## src/rtl/bbm_pkg.sv

```systemverilog
package bbm_pkg;

  typedef enum logic [1:0] {
    ST_IDLE = 2'd0,
    ST_ADDR = 2'd1,
    ST_DATA = 2'd2
  } bbm_state_e;

  // attribute bit positions used by the reservation decode
  localparam int unsigned ATTR_CORE_BIT = 0;  // 0 = core access
  localparam int unsigned ATTR_DATA_BIT = 2;  // 1 = data
  localparam int unsigned ATTR_RSV_BIT  = 3;  // 0 = reservation

endpackage

```

## src/rtl/bbm_rsv_dec.sv

```systemverilog
module bbm_rsv_dec
  import bbm_pkg::*;
#(
  parameter int unsigned ATTR_W = 4
) (
  input  logic              active,
  input  logic [ATTR_W-1:0] attr,
  output logic              rsv_n
);

  localparam logic [ATTR_W-1:0] MASK  = ATTR_W'((1 << ATTR_CORE_BIT) |
                                                (1 << ATTR_DATA_BIT) |
                                                (1 << ATTR_RSV_BIT));
  localparam logic [ATTR_W-1:0] MATCH = ATTR_W'(1 << ATTR_DATA_BIT);

  always_comb begin
    rsv_n = !(active && ((attr & MASK) == MATCH));
  end

endmodule

```

## src/rtl/bbm_beat_ctl.sv

```systemverilog
module bbm_beat_ctl #(
  parameter int unsigned AW     = 32,
  parameter int unsigned DW     = 32,
  parameter int unsigned BEATS  = 4,
  parameter int unsigned ATTR_W = 4
) (
  input  logic                clk,
  input  logic                rst_n,
  input  logic                load,
  input  logic                ld_write,
  input  logic                ld_burst,
  input  logic [AW-1:0]       ld_addr,
  input  logic [ATTR_W-1:0]   ld_attr,
  input  logic [BEATS*DW-1:0] ld_wdata,
  input  logic                beat_adv,
  input  logic                fall_back,
  output logic                burst_mode,
  output logic                write,
  output logic [ATTR_W-1:0]   attr,
  output logic [AW-1:0]       addr,
  output logic [DW-1:0]       wdata,
  output logic                first_beat,
  output logic                last_beat
);

  localparam int unsigned BW   = (BEATS > 1) ? $clog2(BEATS) : 1;
  localparam int unsigned SH   = $clog2(DW / 8);
  localparam logic [BW-1:0] LAST = BW'(BEATS - 1);

  logic [AW-1:0]       base_q,  base_d;
  logic [BEATS*DW-1:0] wbuf_q,  wbuf_d;
  logic [ATTR_W-1:0]   attr_q,  attr_d;
  logic                write_q, write_d;
  logic                breq_q,  breq_d;
  logic                mode_q,  mode_d;
  logic [BW-1:0]       beat_q,  beat_d;

  // next-state
  always_comb begin
    base_d  = base_q;
    wbuf_d  = wbuf_q;
    attr_d  = attr_q;
    write_d = write_q;
    breq_d  = breq_q;
    mode_d  = mode_q;
    beat_d  = beat_q;
    if (load) begin
      base_d  = ld_addr;
      wbuf_d  = ld_wdata;
      attr_d  = ld_attr;
      write_d = ld_write;
      breq_d  = ld_burst;
      mode_d  = ld_burst;
      beat_d  = '0;
    end else begin
      if (beat_adv)  beat_d = beat_q + 1'b1;
      if (fall_back) mode_d = 1'b0;
    end
  end

  // registers
  always_ff @(posedge clk or negedge rst_n) begin
    if (!rst_n) begin
      base_q  <= '0;
      wbuf_q  <= '0;
      attr_q  <= '0;
      write_q <= 1'b0;
      breq_q  <= 1'b0;
      mode_q  <= 1'b0;
      beat_q  <= '0;
    end else begin
      base_q  <= base_d;
      wbuf_q  <= wbuf_d;
      attr_q  <= attr_d;
      write_q <= write_d;
      breq_q  <= breq_d;
      mode_q  <= mode_d;
      beat_q  <= beat_d;
    end
  end

  always_comb begin
    burst_mode = mode_q;
    write      = write_q;
    attr       = attr_q;
    addr       = base_q + (mode_q ? '0 : (AW'(beat_q) << SH));
    wdata      = wbuf_q[int'(beat_q)*DW +: DW];
    first_beat = (beat_q == '0);
    last_beat  = !breq_q || (beat_q == LAST);
  end

  // the controller never steps past the final beat
  p_adv_not_last_r5: assert property (@(posedge clk) disable iff (!rst_n)
    beat_adv |-> !last_beat);

  // fallback only from the first beat of an active burst
  p_fallback_first_r6: assert property (@(posedge clk) disable iff (!rst_n)
    fall_back |-> (first_beat && burst_mode));

endmodule

```

## src/rtl/bbm_ctrl.sv

```systemverilog
module bbm_ctrl
  import bbm_pkg::*;
#(
  parameter int unsigned DW = 32
) (
  input  logic          clk,
  input  logic          rst_n,
  input  logic          req_valid,
  input  logic          write,
  input  logic          burst_mode,
  input  logic          first_beat,
  input  logic          last_beat,
  input  logic          bus_ta,
  input  logic          bus_bi,
  input  logic          bus_tea,
  input  logic [DW-1:0] bus_rdata,
  output logic          req_ready,
  output logic          load,
  output logic          beat_adv,
  output logic          fall_back,
  output logic          bus_ts,
  output logic          bus_bdip,
  output logic          in_xfer,
  output logic          in_data,
  output logic          rsp_done,
  output logic          rsp_err,
  output logic          rsp_rvalid,
  output logic [DW-1:0] rsp_rdata
);

  bbm_state_e    state_q, state_d;
  logic          done_q, done_d;
  logic          err_q, err_d;
  logic          rvalid_q, rvalid_d;
  logic [DW-1:0] rdata_q, rdata_d;

  // next-state
  always_comb begin
    state_d   = state_q;
    load      = 1'b0;
    beat_adv  = 1'b0;
    fall_back = 1'b0;
    done_d    = 1'b0;
    err_d     = 1'b0;
    rvalid_d  = 1'b0;
    rdata_d   = rdata_q;
    case (state_q)
      ST_IDLE: begin
        if (req_valid) begin
          load    = 1'b1;
          state_d = ST_ADDR;
        end
      end
      ST_ADDR: state_d = ST_DATA;
      ST_DATA: begin
        if (bus_tea) begin
          state_d = ST_IDLE;
          done_d  = 1'b1;
          err_d   = 1'b1;
        end else if (bus_ta) begin
          if (!write) begin
            rvalid_d = 1'b1;
            rdata_d  = bus_rdata;
          end
          if (last_beat) begin
            state_d = ST_IDLE;
            done_d  = 1'b1;
          end else begin
            beat_adv = 1'b1;
            if (!burst_mode) begin
              state_d = ST_ADDR;
            end else if (first_beat && bus_bi) begin
              fall_back = 1'b1;
              state_d   = ST_ADDR;
            end
          end
        end
      end
      default: state_d = ST_IDLE;
    endcase
  end

  // registers
  always_ff @(posedge clk or negedge rst_n) begin
    if (!rst_n) begin
      state_q  <= ST_IDLE;
      done_q   <= 1'b0;
      err_q    <= 1'b0;
      rvalid_q <= 1'b0;
      rdata_q  <= '0;
    end else begin
      state_q  <= state_d;
      done_q   <= done_d;
      err_q    <= err_d;
      rvalid_q <= rvalid_d;
      rdata_q  <= rdata_d;
    end
  end

  always_comb begin
    req_ready  = (state_q == ST_IDLE);
    bus_ts     = (state_q == ST_ADDR);
    in_data    = (state_q == ST_DATA);
    in_xfer    = (state_q != ST_IDLE);
    bus_bdip   = in_data && burst_mode && !last_beat;
    rsp_done   = done_q;
    rsp_err    = err_q;
    rsp_rvalid = rvalid_q;
    rsp_rdata  = rdata_q;
  end

  // a taken request opens an address phase next cycle
  p_accept_ts_r1: assert property (@(posedge clk) disable iff (!rst_n)
    (req_ready && req_valid) |=> bus_ts);

  // address phase lasts one cycle and leads into data
  p_ts_pulse_r2: assert property (@(posedge clk) disable iff (!rst_n)
    bus_ts |=> (!bus_ts && in_data));

  // error wins over acknowledge and closes the request
  p_tea_abort_r8: assert property (@(posedge clk) disable iff (!rst_n)
    (in_data && bus_tea) |=> (rsp_done && rsp_err && !rsp_rvalid && req_ready));

  // error status only together with done
  p_err_with_done_r10: assert property (@(posedge clk) disable iff (!rst_n)
    rsp_err |-> rsp_done);

  // done is a single-cycle pulse
  p_done_pulse_r10: assert property (@(posedge clk) disable iff (!rst_n)
    rsp_done |=> !rsp_done);

endmodule

```

## src/rtl/bbm_seq.sv

```systemverilog
module bbm_seq #(
  parameter int unsigned AW     = 32,
  parameter int unsigned DW     = 32,
  parameter int unsigned BEATS  = 4,
  parameter int unsigned ATTR_W = 4
) (
  input  logic                clk,
  input  logic                rst_n,
  input  logic                req_valid,
  output logic                req_ready,
  input  logic                req_write,
  input  logic                req_burst,
  input  logic [AW-1:0]       req_addr,
  input  logic [ATTR_W-1:0]   req_attr,
  input  logic [BEATS*DW-1:0] req_wdata,
  output logic                rsp_done,
  output logic                rsp_err,
  output logic                rsp_rvalid,
  output logic [DW-1:0]       rsp_rdata,
  output logic                bus_ts,
  output logic [AW-1:0]       bus_addr,
  output logic                bus_write,
  output logic                bus_burst,
  output logic                bus_bdip,
  output logic                bus_rsv_n,
  output logic [DW-1:0]       bus_wdata,
  input  logic [DW-1:0]       bus_rdata,
  input  logic                bus_ta,
  input  logic                bus_bi,
  input  logic                bus_tea
);

  logic              load, beat_adv, fall_back;
  logic              burst_mode, write, first_beat, last_beat;
  logic              in_xfer, in_data;
  logic [ATTR_W-1:0] attr;

  bbm_beat_ctl #(
    .AW(AW), .DW(DW), .BEATS(BEATS), .ATTR_W(ATTR_W)
  ) u_beat (
    .clk        (clk),
    .rst_n      (rst_n),
    .load       (load),
    .ld_write   (req_write),
    .ld_burst   (req_burst),
    .ld_addr    (req_addr),
    .ld_attr    (req_attr),
    .ld_wdata   (req_wdata),
    .beat_adv   (beat_adv),
    .fall_back  (fall_back),
    .burst_mode (burst_mode),
    .write      (write),
    .attr       (attr),
    .addr       (bus_addr),
    .wdata      (bus_wdata),
    .first_beat (first_beat),
    .last_beat  (last_beat)
  );

  bbm_ctrl #(
    .DW(DW)
  ) u_ctrl (
    .clk        (clk),
    .rst_n      (rst_n),
    .req_valid  (req_valid),
    .write      (write),
    .burst_mode (burst_mode),
    .first_beat (first_beat),
    .last_beat  (last_beat),
    .bus_ta     (bus_ta),
    .bus_bi     (bus_bi),
    .bus_tea    (bus_tea),
    .bus_rdata  (bus_rdata),
    .req_ready  (req_ready),
    .load       (load),
    .beat_adv   (beat_adv),
    .fall_back  (fall_back),
    .bus_ts     (bus_ts),
    .bus_bdip   (bus_bdip),
    .in_xfer    (in_xfer),
    .in_data    (in_data),
    .rsp_done   (rsp_done),
    .rsp_err    (rsp_err),
    .rsp_rvalid (rsp_rvalid),
    .rsp_rdata  (rsp_rdata)
  );

  bbm_rsv_dec #(
    .ATTR_W(ATTR_W)
  ) u_rsv (
    .active (in_xfer),
    .attr   (attr),
    .rsv_n  (bus_rsv_n)
  );

  always_comb begin
    bus_burst = in_xfer && burst_mode;
    bus_write = in_xfer && write;
  end

  // address and write data held through wait cycles
  p_hold_in_wait_r9: assert property (@(posedge clk) disable iff (!rst_n)
    (in_data && !bus_ta && !bus_tea) |=> ($stable(bus_addr) && $stable(bus_wdata)));

  // no reservation outside a transfer
  p_rsv_idle_r3: assert property (@(posedge clk) disable iff (!rst_n)
    req_ready |-> bus_rsv_n);

  // continuation strobe only inside a burst
  p_bdip_in_burst_r4: assert property (@(posedge clk) disable iff (!rst_n)
    bus_bdip |-> (bus_burst && !bus_ts));

endmodule

```

## config.mk

```make
export PLATFORM = sky130hd
export DESIGN_NAME = bbm_seq
export DESIGN_NICKNAME = d
export VERILOG_FILES = /design/src/rtl/bbm_pkg.sv /design/src/rtl/bbm_rsv_dec.sv /design/src/rtl/bbm_beat_ctl.sv /design/src/rtl/bbm_ctrl.sv /design/src/rtl/bbm_seq.sv
export SDC_FILE = /design/constraint.sdc
export NUM_CORES = 1
export LEC_CHECK = 0
export ABC_AREA = 1
export BUFFER_PORTS_ARGS = -buffer_cell sky130_fd_sc_hd__buf_2
export CORE_ASPECT_RATIO = 1.5
export CORE_MARGIN = 2
export CORE_UTILIZATION = 48
export CTS_CLUSTER_DIAMETER = 40
export DETAILED_ROUTE_END_ITERATION = 10
export PLACE_DENSITY = 0.76
export SKIP_CTS_REPAIR_TIMING = 1
export SYNTH_ARGS = -nofsm -noshare
export SYNTH_HDL_FRONTEND = slang
export SYNTH_SLANG_ARGS = --single-unit
```

## constraint.sdc

```tcl
create_clock -name clk -period 3.7 [get_ports clk]
set_clock_uncertainty 0.1 [all_clocks]
set_input_delay 0 -clock clk [delete_from_list [all_inputs] [get_ports clk]]
set_output_delay 0 -clock clk [all_outputs]
set_load 0.005 [all_outputs]
```

; Word-level counts from Yosys, hierarchy flattened
; Index checks and enable logic that the tools add are counted.
[op_classes]
n_addsub = 2
n_eq_ne = 7
shift = 1
muxes = 34
bitwise_logic = 2
n_reduce_logical = 17
[ops]
columns = cell, n
row1 = $shiftx 128x8->32, 1
row2 = $add 32x32->32, 1
row3 = $mux 1, 24
row4 = $mux 2, 8
row5 = $logic_and 1x1->1, 6
row6 = $pmux 2 s3, 1
row7 = $reduce_bool 2->1, 3
row8 = $ne 5x3->1 const B, 1
row9 = $eq 2x2->1 const B, 2
row10 = $logic_not 2->1, 2
row11 = $mux 4, 1
row12 = $reduce_and 4->1, 1
row13 = $eq 3x2->1 const B, 1
row14 = $logic_not 1->1, 3
row15 = $ne 3x3->1 const B, 1
row16 = $reduce_and 3->1, 1
row17 = $add 2x1->2 const B, 1
row18 = $eq 2x1->1 const B, 1
row19 = $ne 2x2->1 const B, 1
row20 = $not 1->1, 2
row21 = $logic_or 1x1->1, 1
[totals]
regBits = 206
in_bits = 204
out_inout_bits = 105
word_cells = 75

; Longest topological paths before layout
; Gate-level depths: netlist (run 1).
[logic_depth]
word_depth = 10
ltp_mapped = 13
depth_no_buf = 11

; Cells and area by module
; A second synthesis (run 1) with hierarchy kept.
[hier_totals]
cells_unflattened = 1268
area_unflattened_um2 = 9703.1
[by_module_without_submodules]
columns = mod, n_inst, cells_each, area_per_inst_um2, seq_area_each_um2
row1 = bbm_beat_ctl, 1, 1086, 8152.8, 4229.1
row2 = bbm_ctrl, 1, 174, 1520.2, 925.9
row3 = bbm_rsv_dec, 1, 4, 15.0, 0.0
row4 = bbm_seq, 1, 4, 15.0, 0.0

; Worst setup path before layout (run 1)
; Ideal clock, no wire load.
[synth_path]
kind = reg-to-output
from = reg u_beat.beat_q[0]
to = out bus_addr[26]
t_arrival_ns = 2.007
required_time_ns = 3.600
path_slack_ns = 1.593
stages_incl_launch_ff = 14
n_path_buf = 2
path_cell_list = dfrtp_1 buf_2 inv_1 buf_2 nor2_1 ha_1 fa_1 nand3_2 inv_1 nand2_1 inv_1 nand2_1 nand2_1 nand2_1
[synth_via]
elab_chain_len = 2
[synth_rtl]
columns = item, line_no
row1 = start: declaration, bbm_beat_ctl.sv:36  ; logic [BW-1:0] beat_q, beat_d;
row2 = start signal: assignment, bbm_beat_ctl.sv:78  ; beat_q <= beat_d;
row3 = $mux 4, bbm_beat_ctl.sv:86  ; addr = base_q + (mode_q ? '0 : (AW'(beat_q) << SH));
row4 = $add 32x32->32, bbm_beat_ctl.sv:86
row5 = end: declaration, bbm_seq.sv:21  ; output logic [AW-1:0] bus_addr,
; No other way between the ends.

; Worst setup path in the final report (run 1)
[layout_path]
from = reg u_ctrl.state_q[1]
to = reg u_beat.mode_q (netlist: u_beat.burst_mode)
[layout_via]
elab_chain_len = 3
word_cells_on_any_way = 6
cone_classes = 1 x eq/ne / 3 x mux / 2 x reduce/logical
[layout_rtl]
columns = item, line_no
row1 = start: declaration, bbm_ctrl.sv:31  ; bbm_state_e state_q, state_d;
row2 = start signal: assignment, bbm_ctrl.sv:92  ; state_q <= state_d;
row3 = $eq 2x2->1 or $logic_not 2->1 (tied branches), bbm_ctrl.sv:47  ; case (state_q)
row4 = $mux 1, bbm_ctrl.sv:47
row5 = $reduce_bool 2->1 (no source line) or $mux 1 (tied branches), n/a
row6 = end signal: assignment, bbm_beat_ctl.sv:77  ; mode_q <= mode_d;
row7 = end: declaration, bbm_beat_ctl.sv:35  ; logic mode_q, mode_d;
; Several ways; a longest one is shown, not always the timed one.
; A chain may end at the register's enable or synchronous reset.

==> metrics.md, run 1 <==
| Metric | Value |
|---|---|
| Status | `complete, no violations` |
| Initial DRC count | `around 1000` |
| Critical Path Max Stage Delay | `roughly 550 ps` |
| Worst path slowest cell | `dlygate4sd3_1` |
| Initial core utilization | `0.486` |
| Tcrit/Tclk final | `0.799` |
| Largest net degree at the start of global routing | `roughly 120` |
| Total iterations of the first detailed-routing run | `7` |
| Share of the synthesized area in the top cell type | `0.538` |
| Syn_area_per_cell | `approximately 7.7 µm²` |
| CTS clock-pin slew for the worst setup and hold paths | `approximately 60 ps` |
| FF+latch count, synth | `roughly 200` |
| Crit end category | `flip-flop` |
| Antenna Nets Post-Route | `0` |
| Fillers | `between 1000 and 1500` |
| CTS tree | `built` |
| I/O pins | `around 300` |
| Final Setup Violations | `0` |
| Crit path max fanout | `58` |
| Share of cells above drive strength 1 | `0.216` |
| Area leader, netlist | `dfrtp_1` |
| Leak pwr | `around 7.6 nW` |
| Final WL | `roughly 33 mm` |
| Slew of the pin with the lowest slew margin | `about 1100 ps` |
| Pre-CTS setup slack | `between 1000 and 1500 ps` |
| Arr. time, crit path | `roughly 3300 ps` |
| Register area share after synthesis | `0.538` |
| R2R setup slack | `approximately 740 ps` |
| Mapped Cells | `about 1200` |
| Core area | `roughly 20000 µm²` |
| Die W | `119 µm` |
| First-pass GRT wire length | `44.3 mm` |
| Worst Hold Class | `in -> async` |
| Clock root buffer | `clkbuf_16` |
| Worst path required time | `around 4000 ps` |
| CTS Sinks | `around 210` |
| Port-buffer cells | `between 300 and 400` |
| Vias in the first global route | `around 9000` |
| Final nets | `1935` |
| Max transition margin | `0.269` |
| Area growth from synthesis to layout | `48.2%` |
| Post-route DRC | `0` |
| Worst skew pair latency | `roughly 530 ps` |
| Max_cap viols | `0` |
| Pins Over Slew Limit | `0` |
| Total Neg Setup Slack | `0 ps` |
| Max H-tree Level | `1` |
| Gr usage total | `0.262` |
| Worst setup margin | `742 ps` |
| Number of antenna violations at the first check in global routing | `1` |
| Final min period | `2960 ps` |
| VDD IR max | `around 480 µV` |
| Area contributors post-synth | `dfrtp_1 54%, nand2_1 27%, nor2_1 4.7%` |
| Synth warn | `0` |
| Via count | `a little over 10000` |
| CTS Buf Count | `28` |
| Final hold viol count | `0` |
| CP cell instances | `nor2_4, nand2_4, inv_4, buf_4, nor2_1, o21ai_0, nand2_1, dlygate4sd3_1` |
| Crit path kind | `reg -> reg` |
| Startpoint types | `flip-flop` |
| Avg WL per Cell | `16.6 µm` |
| Total die area | `21000 µm²` |
| RSZ-0062 raised after global routing | `no` |
| Gr ovfl total | `0` |
| Routability cong. | `around 0.89` |
| Power per cell area | `approximately 740 nW/µm²` |
| Hpwl dp | `18.6 mm` |
| Synth Cell Area | `approximately 9500 µm²` |
| Crit Reg-Reg Startpoint | `u_ctrl.state_q[1]` |
| Power Total | `approximately 0.010 W` |
| Worst r2r path cells | `8` |
| Worst r2r dst | `u_beat.burst_mode` |
| Post-synth cell types | `24` |
| Fmax | `approximately 340 MHz` |
| Die height | `~180 µm` |
| Syn nets | `~1400` |
| CP delay by family, top | `buffers and inverters` |
| Post-Route Utilization | `0.720` |
| Max clock buf depth | `3` |
| Worst Path Buf+Inv | `3` |
| Row Count | `between 60 and 70` |
| Vias per Instance | `5.16` |
-- power breakdown --
part           total, W  internal [W]  leakage, nW  switching, W
Combinational   0.00363       0.00149         4.62       0.00214
Sequential      0.00408       0.00331         2.55      0.000769
Clock           0.00271       0.00162        0.458       0.00109
Total            0.0104       0.00641         7.63       0.00400
-- Yosys cell counts, drive strengths merged --
master	number
xnor2	6
nor2	121
inv	21
o22ai	33
or4	1
fa	1
nand2	679
o21ai	72
dfrtp	205
nand3b	12
clkbuf	16
nor3	1
nand3	9
ha	4
xor2	9
buf	48
a21oi	2
-- placed cells by master, fill, tap and decap left out, drive strengths merged --
cell type,n
a21oi,2
buf,316
bufinv,2
clkbuf,35
clkinv,9
clkinvlp,3
dfrtp,205
diode,2
dlygate4sd3,203
fa,1
ha,4
inv,24
nand2,679
nand3,9
nand3b,12
nor2,121
nor3,1
o21ai,72
o22ai,33
or4,1
xnor2,6
xor2,9
-- stage by stage --
step	hold WS [ps]	cell area, µm²	instances
final	46.4	14100	2009
after global routing	84.3	14100	2008
after global placement	93.2	11100	1753
after CTS	-467	12100	1804
after detailed placement	95.5	11100	1753
after floorplan	-396	9540	1240
-- layer usage --
layer / track usage / vias up / part of all wire
met4: 0.110 / 0 / 0.045
met2: 0.459 / 538 / 0.52
li1: - / 4829 / -
met1: 0.313 / 4883 / 0.36
met5: 0 / - / 0
met3: 0.0512 / 125 / 0.069
-- worst max path at each step --
stage	endpoint	slack, ps	cells after the start	from
after floorplan	bus_addr[26]	1590	13	u_beat.beat_q[0]
after global placement	u_beat.wbuf_q[108]	1260	6	u_ctrl.state_q[1]
after detailed placement	u_beat.base_q[17]	1230	6	u_ctrl.state_q[1]
after CTS	bus_addr[28]	780	12	u_beat.beat_q[1]
after global routing	u_beat.burst_mode	530	8	u_ctrl.state_q[1]
final	u_beat.burst_mode	740	8	u_ctrl.state_q[1]
-- cell type report --
cell class / count / area (µm²) / area share
multi-input combinational: 950 / 3960 / 0.280
antenna: 2 / 5.00 / 0.000354
clock inverter: 17 / 200 / 0.0142
timing repair buffer: 520 / 3680 / 0.260
clock buffer: 34 / 753 / 0.0533
tap: 260 / 325 / 0.0230
sequential: 205 / 5130 / 0.363
inverter: 21 / 81.3 / 0.00575
-- logic make-up (layout without fill, tap and decap cells) --
logic type,Yosys count,count (layout),share of synthesized area
buffers and inverters,85,592,0.0477
AND/OR/NAND/NOR,823,823,0.333
flip-flops,205,205,0.538
XOR/XNOR,15,15,0.0138
AO/OA/AOI/OAI,107,107,0.0605
adder cells (fa/ha/maj),5,5,0.00735
other,0,2,0
-- worst register-to-register path: cells and delay by family (launching register included) --
family	cells	cell delay [ps]
buf+inv	3	1500
compound gates	1	80
simple gates	4	730
flops	1	440
-- registers in the layout (all words and copies together), names as in the netlist, 2 cells and up --
| signal | count |
|---|---|
| u_beat.wbuf_q | 128 |
| u_beat.attr | 3 |
| u_ctrl.state_q | 2 |
| u_beat.base_q | 32 |
| u_ctrl.rsp_rdata | 32 |
| u_beat.beat_q | 2 |
Power figures use the tool's default switching activity.
==> run 2, diff against run 1 <==
- CORE_UTILIZATION: 48 -> 46
- clock period: 3.7 -> 2.5 ns (I/O delays scaled with it)
==> run 2 against run 1 <==
Compared with the run above:
- the run now ends with hold timing left
- die area is 4.2% higher
- count of clock-buffer cells in the layout fell by 1
- global-route usage fell by 0.51 points
- power is 43% higher
- critical path depth is 4 higher
- register-to-register slack worse by 190 ps
- first-iteration DRC count decreased by 22%
- core utilization is 2.8 points lower
- critical endpoint is now bus_addr[26]
- largest cell class unchanged
- highest routed layer unchanged
==> metrics.md, run 2 (same netlist as run 1, synthesis figures left out) <==
| Metric | Value |
|---|---|
| Clk pwr share | `0.225 (-0.035)` |
| Via count | `10390 (+0.14%)` |
| Power share of the sequential group | `0.407 (+0.016)` |
| Vias in the first global route | `9118 (+1.1%)` |
| Sw Pwr | `0.00573 W (+43%)` |
| Vias per Instance | `5.17 (about the same)` |
| Post-route DRC | `0 (unchanged)` |
| Final hold viol count | `1 (+1)` |
| Crit path kind | `reg -> out` |
| Final WL | `34.2 mm (+2.8%)` |
| Logic pwr share | `0.368 (+0.019)` |
| Total die area | `21900 µm² (+4.2%)` |
| First-pass GRT wire length | `45.0 mm (+1.5%)` |
| Final Setup Violations | `0 (unchanged)` |
| Crit path max fanout | `4 (-93%)` |
| Total iterations of the first detailed-routing run | `7 (unchanged)` |
| Avg WL per Cell | `17.0 µm (+2.8%)` |
| Routability cong. | `0.890 (-0.51%)` |
| Worst Hold Class | `in -> reg` |
| VDD IR max | `702 µV (+47%)` |
| Hpwl dp | `19.5 mm (+4.6%)` |
| Fillers | `1541 (+9.8%)` |
| Final nets | `1936 (+0.052%)` |
| Crit end category | `output pin` |
| Largest Register | `u_beat.wbuf_q` |
| Most Crowded Layer GR | `met2` |
| Most common cell after layout, fill and taps aside | `nand2_1` |
| Initial DRC count | `766 (-22%)` |
| CP most frequent cell | `nand2_1` |
| Slew of the pin with the lowest slew margin | `733 ps (-364 ps)` |
| Switching Share | `0.385 (+0.00110)` |
| Port-buffer cells | `307 (unchanged)` |
| CTS Buf Count | `23 (-18%)` |
| Fmax | `approximately 430 MHz` |
| Arr. time, crit path | `2240 ps (-1040 ps)` |
| Clock root buffer | `clkbuf_16` |
| Initial core utilization | `0.469 (-0.0170)` |
| CTS tree | `built` |
| I/O pins | `309 (unchanged)` |
| Max_cap viols | `0 (unchanged)` |
| Internal power consumption | `0.00914 W (+42%)` |
| Max transition margin | `0.512 (+0.243)` |
| Largest net degree at the start of global routing | `164 (+40%)` |
| Pins Over Slew Limit | `0 (unchanged)` |
| Die height | `180 µm (+2.1%)` |
| Share of cells above drive strength 1 | `0.220 (+0.00394)` |
| Critical Path Max Stage Delay | `440 ps (-110 ps)` |
| Startpoint types | `flip-flop` |
| Status | `finished, violations left` |
| Core area | `20300 µm² (+3.6%)` |
| Power per cell area | `1060 nW/µm² (+43%)` |
| Area growth from synthesis to layout | `47.7%` |
| Worst path slowest cell | `fa_2` |
| Max FFs per register | `128 (unchanged)` |
| Met1 capacity usage during global routing | `0.304 (-0.00938)` |
| GRT met3 Usage | `0.0478 (-0.00344)` |
| CTS Sinks | `205 (unchanged)` |
| CP delay by family, top | `adder cells` |
| Power Total | `0.0149 W (+43%)` |
| Worst hold slack | `-9.20 ps (-55.6 ps)` |
| Met2 global-route usage | `0.455 (-0.00401)` |
| Gr usage total | `0.256 (-0.00513)` |
| RSZ-0062 raised after global routing | `yes` |
| Worst Path Buf+Inv | `4 (+1)` |
| Worst skew pair latency | `500 ps (-30 ps)` |
| Antenna Nets Post-Route | `0 (unchanged)` |
| Max clock buf depth | `3 (unchanged)` |
| Failing checks | `hold timing` |
| CP cell instances | `inv_2, nor2_2, ha_2, fa_2, nand3_4, inv_2, nand2_2, inv_1, nand2_1, nand2_1, nand2_1, buf_2` |
| Most frequent cells in the layout | `675 x nand2_1, 306 x buf_2, 203 x dfrtp_1` |
| Worst path required time | `2400 ps (-1620 ps)` |
| Row Count | `64 (+1.6%)` |
| Final min period | `2340 ps` |
| Number of antenna violations at the first check in global routing | `3 (+2)` |
| Leak pwr | `7.59 nW (-0.51%)` |
| Tcrit/Tclk final | `0.936` |
| CTS clock-pin slew for the worst setup and hold paths | `60 ps (about the same)` |
| Post-Route Utilization | `0.692 (-0.0277)` |
| Die W | `122 µm (+2.1%)` |
| Gr ovfl total | `0 (unchanged)` |
| Max H-tree Level | `1 (unchanged)` |
==> run 2: area by class of cell <==
cell class	instances	area (µm²)	share of cell area
repair buffers	526	3790	0.269
clock inverters	8	78.8	0.00560
clock buffers	33	673	0.0478
diodes	3	7.51	0.000533
well taps	264	330	0.0235
inverters	21	81.3	0.00577
flip-flops and latches	205	5130	0.364
multi-input cells	950	3990	0.284
==> run 2: metal layers <==
metal / up-vias / part of all wire
li1: 4830 / -
met2: 543 / 0.52
met4: 0 / 0.052
met3: 138 / 0.066
met5: - / 0
met1: 4879 / 0.36
==> run 2: path summary, 6_finish.rpt <==
check	from	to	slack (ps)	depth (start not counted)
setup reg to reg	u_beat.beat_q[0]	u_beat.burst_mode	550	6
min in group asynchronous	rst_n	u_ctrl.rsp_rdata[24]	30	3
max in group asynchronous	rst_n	u_beat.wbuf_q[101]	1880	3
hold / removal	req_valid	u_beat.base_q[21]	-9	5
setup / recovery	u_beat.beat_q[0]	bus_addr[26]	160	12
hold reg to reg	u_beat.wbuf_q[50]	u_beat.wbuf_q[50]	370	2
==> run 2: worst min-delay path, cell delays in order <==
cell and delay, ps:
buf_2 110, nand2_4 80, inv_4 190, nand2_1 120, nand2_1 40
==> run 2: power by group through the flow <==
stage	sequential [W]	clock, W	combinational (W)
global placement	0.00593	0	0.00490
global route	0.00620	0.00353	0.00614
floorplan	0.00570	0	0.00320
CTS	0.00594	0.00339	0.00505
finish	0.00604	0.00335	0.00547
detailed placement	0.00597	0	0.00501
==> run 2: per-stage QoR <==
step           hold WS (ps)  worst slack, ps  TNS (ps)  instance area (µm²)  instances
6_report              -9.20              161         0                14100       2010
5_1_grt                29.6            -3.55     -3.55                14100       2010
4_1_cts                -628            -71.9      -257                12000       1803
3_5_place_dp           -100              464         0                11200       1762
3_3_place_gp           -108              531         0                11200       1762
2_1_floorplan          -396              393         0                 9540       1240
